[config.mk]
export PLATFORM = sky130hd
export DESIGN_NAME = chr_bank_mapper
export DESIGN_NICKNAME = d
export VERILOG_FILES = /design/src/rtl/chr_map_pkg.sv /design/src/rtl/chr_bank_file.sv /design/src/rtl/chr_latch_track.sv /design/src/rtl/chr_addr_xlate.sv /design/src/rtl/chr_bank_mapper.sv
export SDC_FILE = /design/constraint.sdc
export NUM_CORES = 1
export LEC_CHECK = 0
export BUFFER_PORTS_ARGS = -buffer_cell sky130_fd_sc_hd__buf_2
export CORE_ASPECT_RATIO = 2
export CORE_MARGIN = 2
export CORE_UTILIZATION = 40
export DETAILED_ROUTE_END_ITERATION = 10
export GPL_TIMING_DRIVEN = 0
export PLACE_DENSITY = 0.57
export SYNTH_ARGS = -nofsm -noshare
export SYNTH_HDL_FRONTEND = slang
export SYNTH_SLANG_ARGS = --single-unit
export TNS_END_PERCENT = 30
[constraint.sdc]
create_clock -name clk -period 6.5 [get_ports clk]
set_input_delay 0.325 -clock clk [delete_from_list [all_inputs] [get_ports clk]]
set_output_delay 0.325 -clock clk [all_outputs]
set_load 0.005 [all_outputs]
[src/rtl/chr_map_pkg.sv]
package chr_map_pkg;
    localparam int NUM_BANK_REGS = 8;
    localparam int REG_SEL_W     = $clog2(NUM_BANK_REGS);
    localparam int PPU_AW        = 13;
    localparam int PAGE_BITS     = 10;

    typedef enum logic [1:0] {
        GRAN_8K = 2'd0,
        GRAN_4K = 2'd1,
        GRAN_2K = 2'd2,
        GRAN_1K = 2'd3
    } gran_e;

    // Latch trigger addresses (half 0 exact, half 1 as 8-byte rows)
    localparam logic [PPU_AW-1:0] TRIG0_LOW  = 13'h0FD8;
    localparam logic [PPU_AW-1:0] TRIG0_HIGH = 13'h0FE8;
    localparam logic [PPU_AW-4:0] TRIG1_LOW  = 10'h3FB;
    localparam logic [PPU_AW-4:0] TRIG1_HIGH = 10'h3FD;
endpackage

[src/rtl/chr_bank_file.sv]
module chr_bank_file
    import chr_map_pkg::*;
#(
    parameter int BANK_W = 16
) (
    input  logic                                    clk,
    input  logic                                    rst_n,
    input  logic                                    reg_wr,
    input  logic                                    reg_hi,
    input  logic [REG_SEL_W-1:0]                    reg_sel,
    input  logic [7:0]                              reg_data,
    output logic [NUM_BANK_REGS-1:0][BANK_W-1:0]    bank_q
);
    localparam int HI_W = BANK_W - 8;

    typedef struct packed {
        logic [NUM_BANK_REGS-1:0][BANK_W-1:0] bank;
    } bank_state_t;

    bank_state_t st_d, st_q;

    always_comb begin
        st_d = st_q;
        for (int i = 0; i < NUM_BANK_REGS; i++) begin
            if (reg_wr && reg_sel == REG_SEL_W'(i)) begin
                if (reg_hi)
                    st_d.bank[i][BANK_W-1:8] = HI_W'(reg_data);
                else
                    st_d.bank[i][7:0] = reg_data;
            end
        end
    end

    always_ff @(posedge clk) begin
        if (!rst_n)
            st_q <= '0;
        else
            st_q <= st_d;
    end

    assign bank_q = st_q.bank;
endmodule

[src/rtl/chr_latch_track.sv]
module chr_latch_track
    import chr_map_pkg::*;
(
    input  logic              clk,
    input  logic              rst_n,
    input  logic              ppu_rd,
    input  logic [PPU_AW-1:0] ppu_addr,
    output logic [1:0][1:0]   latch_q
);
    typedef struct packed {
        logic [1:0][1:0] lat;
    } latch_state_t;

    latch_state_t st_d, st_q;

    logic hit0_lo, hit0_hi, hit1_lo, hit1_hi;

    always_comb begin
        hit0_lo = ppu_rd && (ppu_addr == TRIG0_LOW);
        hit0_hi = ppu_rd && (ppu_addr == TRIG0_HIGH);
        hit1_lo = ppu_rd && (ppu_addr[PPU_AW-1:3] == TRIG1_LOW);
        hit1_hi = ppu_rd && (ppu_addr[PPU_AW-1:3] == TRIG1_HIGH);

        st_d = st_q;
        if (hit0_lo) st_d.lat[0] = 2'd0;
        if (hit0_hi) st_d.lat[0] = 2'd2;
        if (hit1_lo) st_d.lat[1] = 2'd0;
        if (hit1_hi) st_d.lat[1] = 2'd2;
    end

    always_ff @(posedge clk) begin
        if (!rst_n)
            st_q <= '0;
        else
            st_q <= st_d;
    end

    assign latch_q = st_q.lat;
endmodule

[src/rtl/chr_addr_xlate.sv]
module chr_addr_xlate
    import chr_map_pkg::*;
#(
    parameter int BANK_W = 16,
    localparam int ADDR_W = BANK_W + PAGE_BITS
) (
    input  logic [NUM_BANK_REGS-1:0][BANK_W-1:0] bank_q,
    input  logic [1:0][1:0]                      latch_q,
    input  gran_e                                gran,
    input  logic                                 latch_mode,
    input  logic [BANK_W-1:0]                    and_mask,
    input  logic [BANK_W-1:0]                    or_mask,
    input  logic [PPU_AW-1:0]                    ppu_addr,
    output logic [ADDR_W-1:0]                    chr_addr
);
    logic [REG_SEL_W-1:0] idx;
    int unsigned          shamt;
    logic [BANK_W-1:0]    bank_m;
    logic [PPU_AW-1:0]    keep;
    logic                 half;

    always_comb begin
        half  = ppu_addr[PPU_AW-1];
        idx   = '0;
        shamt = 0;
        unique case (gran)
            GRAN_8K: begin
                idx   = '0;
                shamt = 3;
            end
            GRAN_4K: begin
                idx = {half, 2'b00};
                if (latch_mode)
                    idx[1] = latch_q[half][1];
                shamt = 2;
            end
            GRAN_2K: begin
                idx   = {ppu_addr[PPU_AW-1:PPU_AW-2], 1'b0};
                shamt = 1;
            end
            default: begin
                idx   = ppu_addr[PPU_AW-1:PPU_AW-3];
                shamt = 0;
            end
        endcase

        bank_m   = (bank_q[idx] & (and_mask >> shamt)) | (or_mask >> shamt);
        keep     = PPU_AW'((32'd1 << (PAGE_BITS + shamt)) - 32'd1);
        chr_addr = (ADDR_W'(bank_m) << (PAGE_BITS + shamt))
                 | ADDR_W'(ppu_addr & keep);
    end
endmodule

[src/rtl/chr_bank_mapper.sv]
module chr_bank_mapper
    import chr_map_pkg::*;
#(
    parameter int BANK_W = 16,
    localparam int ADDR_W = BANK_W + PAGE_BITS
) (
    input  logic              clk,
    input  logic              rst_n,
    input  logic              reg_wr,
    input  logic              reg_hi,
    input  logic [2:0]        reg_sel,
    input  logic [7:0]        reg_data,
    input  logic [1:0]        gran_sel,
    input  logic              latch_mode,
    input  logic              ram_wprot,
    input  logic [BANK_W-1:0] and_mask,
    input  logic [BANK_W-1:0] or_mask,
    input  logic [12:0]       ppu_addr,
    input  logic              ppu_rd,
    input  logic              ppu_wr,
    output logic [ADDR_W-1:0] chr_addr,
    output logic              chr_we
);
    logic [NUM_BANK_REGS-1:0][BANK_W-1:0] bank_q;
    logic [1:0][1:0]                      latch_q;

    chr_bank_file #(.BANK_W(BANK_W)) i_banks (
        .clk      (clk),
        .rst_n    (rst_n),
        .reg_wr   (reg_wr),
        .reg_hi   (reg_hi),
        .reg_sel  (reg_sel),
        .reg_data (reg_data),
        .bank_q   (bank_q)
    );

    chr_latch_track i_latch (
        .clk      (clk),
        .rst_n    (rst_n),
        .ppu_rd   (ppu_rd),
        .ppu_addr (ppu_addr),
        .latch_q  (latch_q)
    );

    chr_addr_xlate #(.BANK_W(BANK_W)) i_xlate (
        .bank_q     (bank_q),
        .latch_q    (latch_q),
        .gran       (gran_e'(gran_sel)),
        .latch_mode (latch_mode),
        .and_mask   (and_mask),
        .or_mask    (or_mask),
        .ppu_addr   (ppu_addr),
        .chr_addr   (chr_addr)
    );

    assign chr_we = ppu_wr & ~ram_wprot;
endmodule

==> impl_metrics.py <==
metrics = {
    "yosys": {
        "yosys_warnings": 0,
        "avgSynthCellArea_um2": 9.93,
        "synth_mux_area_share_pct": 34.8,
        "synthCells": 752,
        "synth_compound_area_share_pct": 7.44,
        "synth_fa_ha_area_share_pct": 0,
        "synth_top_area_share_pct": 34.8,
        "yosysTopAreaCell": "dfxtp_1",
        "ys_seq_area_share_pct": 34.8,
        "syn_nets": 818,
        "yosysUniqueCellTypes": 57,
        "ys_top_cells_by_count": "mux2i_1 (178), nor2b_1 (132), dfxtp_1 (130)",
        "synth-xor-area-share_pct": 0,
        "synth_edf_count": 0,
        "async_reset_ff_share_pct": 0,
        "ys_seq_elements": 130,
        "yosys-top-cells-area": "dfxtp_1 (35%), mux2i_1 (24%), nor2b_1 (11%)",
        "ys.flop_type": "dfxtp_1",
        "syn-cell-area_um2": 7470,
        "yosysMostFrequentCell": "mux2i_1",
        "yosys.area_share.simple_pct": 18.3,
        "synth_top_family_by_area": "multiplexers",
    },
    "power": {
        "pwr-share-seq_pct": 40.0,
        "p_sw_uw": 542,
        "irDropWorstVdd_mv": 0.188,
        "p_sw_share_pct": 26.7,
        "p_comb_share_pct": 14.0,
        "intPower_mw": 1.49,
        "p_leak_nw": 3.49,
        "power_density_nw_per_um2": 232,
        "clock_power_share_pct": 46.0,
    },
    "cells_and_area": {
        "design_area_um2": 8750,
        "fill_cells": 1819,
        "nets": 924,
        "area_growth_syn_to_layout_pct": 17.1,
        "drive_gt1_share_pct": 21.2,
        "n_antenna_cell": 0,
    },
    "clock_network": {
        "cts_resized": 0,
        "clock_latency_ns": 0.43,
        "htree_levels": 4,
        "clock_sinks": 130,
        "cts_buffers": 17,
        "post_cts_buffers": 0,
        "clk_pin_slew_ns": 0.06,
        "cts_buffer_depth": 2,
        "root_buffer": "clkbuf_16",
        "cts-hold-fix-buffers": 0,
        "tritoncts": "done",
    },
    "worst_setup_path": {
        "crit_path_max_incr_delay_ns": 0.72,
        "worstPathCellList": "mux2i_2 > o31ai_4 > buf_6 > buf_12 > mux4_2 > mux2i_1 > o22ai_1 > o22a_1 > buf_2",
        "cp_max_fo": 10,
        "worst_setup_path_start_kind": "flop",
        "cp_slowest_cell": "o31ai_4",
        "end_kind": "primary output",
        "worstPathRequired_ns": 6.17,
        "criticalPathCategory": "flop to primary output",
        "crit_arrival_ns": 3.51,
    },
    "timing": {
        "rsz0062_at_grt": "no",
        "tightestPinTransition_ns": 1.46,
        "fin_crit_ns": 3.84,
        "finalHoldViolations": 0,
        "drv_slew": 0,
        "max_freq_ghz": 0.261,
        "fin_worst_skew_ns": 0,
        "fin_crit_sh_pct": 59.0,
        "setup_viol": 0,
        "slew_headroom_pct": 2.24,
        "setup_tns_ns": 0,
    },
    "drt": {
        "routed_wl_um": 25800,
        "wl_per_cell_um": 23.7,
        "drc": 0,
        "drtAntennaViolNets": 0,
        "drt_iter0_drc": 329,
        "viasPerCell": 5.60,
        "drtPass1Iterations": 7,
        "via_count": 6085,
    },
    "floorplan": {
        "die_h_um": 197,
        "die_x_um": 101,
        "initial_core_util_pct": 40.8,
        "top_level_ports": 93,
        "num_rows": 70,
        "die_area_um2": 19800,
        "core-area_um2": 18300,
    },
    "global_route": {
        "grt_pass1_wl_um": 37900,
        "gr-total-overflow": 0,
        "grt_max_degree": 17,
        "grt_pass1_vias": 6214,
        "antenna_found_initial": 0,
        "grtUsageTotal_pct": 26.5,
    },
    "place": {
        "port_buffers": 87,
        "place_congestion": 0.971,
        "hpwl_um": 19600,
        "post_dp_cell_area_um2": 8180,
    },
    "outcome": {
        "status": "complete, no violations",
    },
    "flow_run": {
        "drv_cap": 0,
    },
    "hold_path": {
        "hold_class": "input pin to flop",
    },
}
cell usage in the layout (no fill, tap or decap), types with 2 or more instances in the layout:
master and instances:
nor2b_1 132, nand2b_1 4, nand4_1 2, bufinv_16 2, nand3b_1 2, nand2_1 42
a221o_1 2, or3_1 4, clkinv_2 3, a32oi_1 10, mux2_2 31, buf_4 12
buf_6 3, a21o_1 2, and2_1 5, clkinvlp_4 6, buf_2 93, mux4_2 8
a211oi_1 3, nor2_1 39, mux2i_1 178, clkbuf_16 17, a221oi_1 2, inv_1 3
nor3_2 3, a21oi_1 8, dfxtp_1 130, o221ai_1 2, mux4_1 10, nand3_1 9
or4_1 2, a22oi_1 3, o21ai_0 14, a31oi_1 9, clkbuf_1 43, buf_1 2
o31a_1 3, and3_1 3
sequential cells by signal, summed over array words and instances (netlist names):
name	flops
i_latch.latch_q	2
i_banks.bank_q	128
critical path, delay by kind of cell, from the launching register on:
kind / cells / cell delay (ns)
AOI/OAI and AO/OA: 3 / 1.04
DFF: 1 / 0.36
buffers and inverters: 3 / 0.59
muxes: 3 / 1.08
power groups by stage:
stage               logic, mW  clock network [mW]  registers [mW]
finish                  0.285               0.933           0.812
detailed placement      0.282                   0           0.830
global route            0.303               0.975           0.813
CTS                     0.283               0.940           0.812
floorplan               0.171                   0           0.828
global placement        0.283                   0           0.829
worst paths after layout:
path                                                       from  cells past startpoint  slack, ns                              end
worst max-delay path            i_latch.latch_q[1]$_SDFFE_PN0P_                      9       2.66                     chr_addr[25]
worst min-delay path                                ppu_addr[4]                      3       0.29  i_latch.latch_q[1]$_SDFFE_PN0P_
worst max register to register  i_latch.latch_q[3]$_SDFFE_PN0P_                      3       5.67  i_latch.latch_q[3]$_SDFFE_PN0P_
worst min register to register  i_banks.bank_q[33]$_SDFFE_PN0P_                      2       0.51  i_banks.bank_q[33]$_SDFFE_PN0P_
kinds of logic after synthesis:
kind of cell	after synthesis
AO/OA/AOI/OAI	75
flip-flops	130
buffers and inverters	68
multiplexers	229
AND/OR/NAND/NOR	250
routing by layer:
layer | track usage, % | vias up | wire, um | part of all wire, %
li1 | - | 2900 | - | -
met1 | 26.7 | 2888 | 9190 | 36
met2 | 49.4 | 228 | 14100 | 55
met3 | 4.35 | 69 | 1160 | 4.5
met4 | 15.8 | 0 | 1370 | 5.3
met5 | 0 | - | 0 | 0
final cells by class:
type / instances / area (um2) / share of cell area, %
Sequential cell: 130 / 2600 / 29.8
Clock buffer: 19 / 433 / 4.95
Inverter: 3 / 11.3 / 0.129
Multi-Input combinational cell: 554 / 4520 / 51.7
Clock inverter: 13 / 138 / 1.57
Tap cell: 216 / 270 / 3.09
Timing Repair Buffer: 87 / 435 / 4.98
Buffer: 65 / 335 / 3.83
through the flow:
stage	setup slack (ns)	instances	util, %	total power, mW	hold WS (ns)
6_report	2.66	1087	47.8	2.03	0.289
3_3_place_gp	2.85	1055	44.7	1.11	0.487
5_1_grt	2.55	1087	47.8	2.09	0.293
3_5_place_dp	2.87	1055	44.7	1.11	0.500
4_1_cts	2.65	1087	47.8	2.04	0.281
2_1_floorplan	3.78	752	-	0.999	0.474
Note: power is estimated with default switching activity, not from simulation.
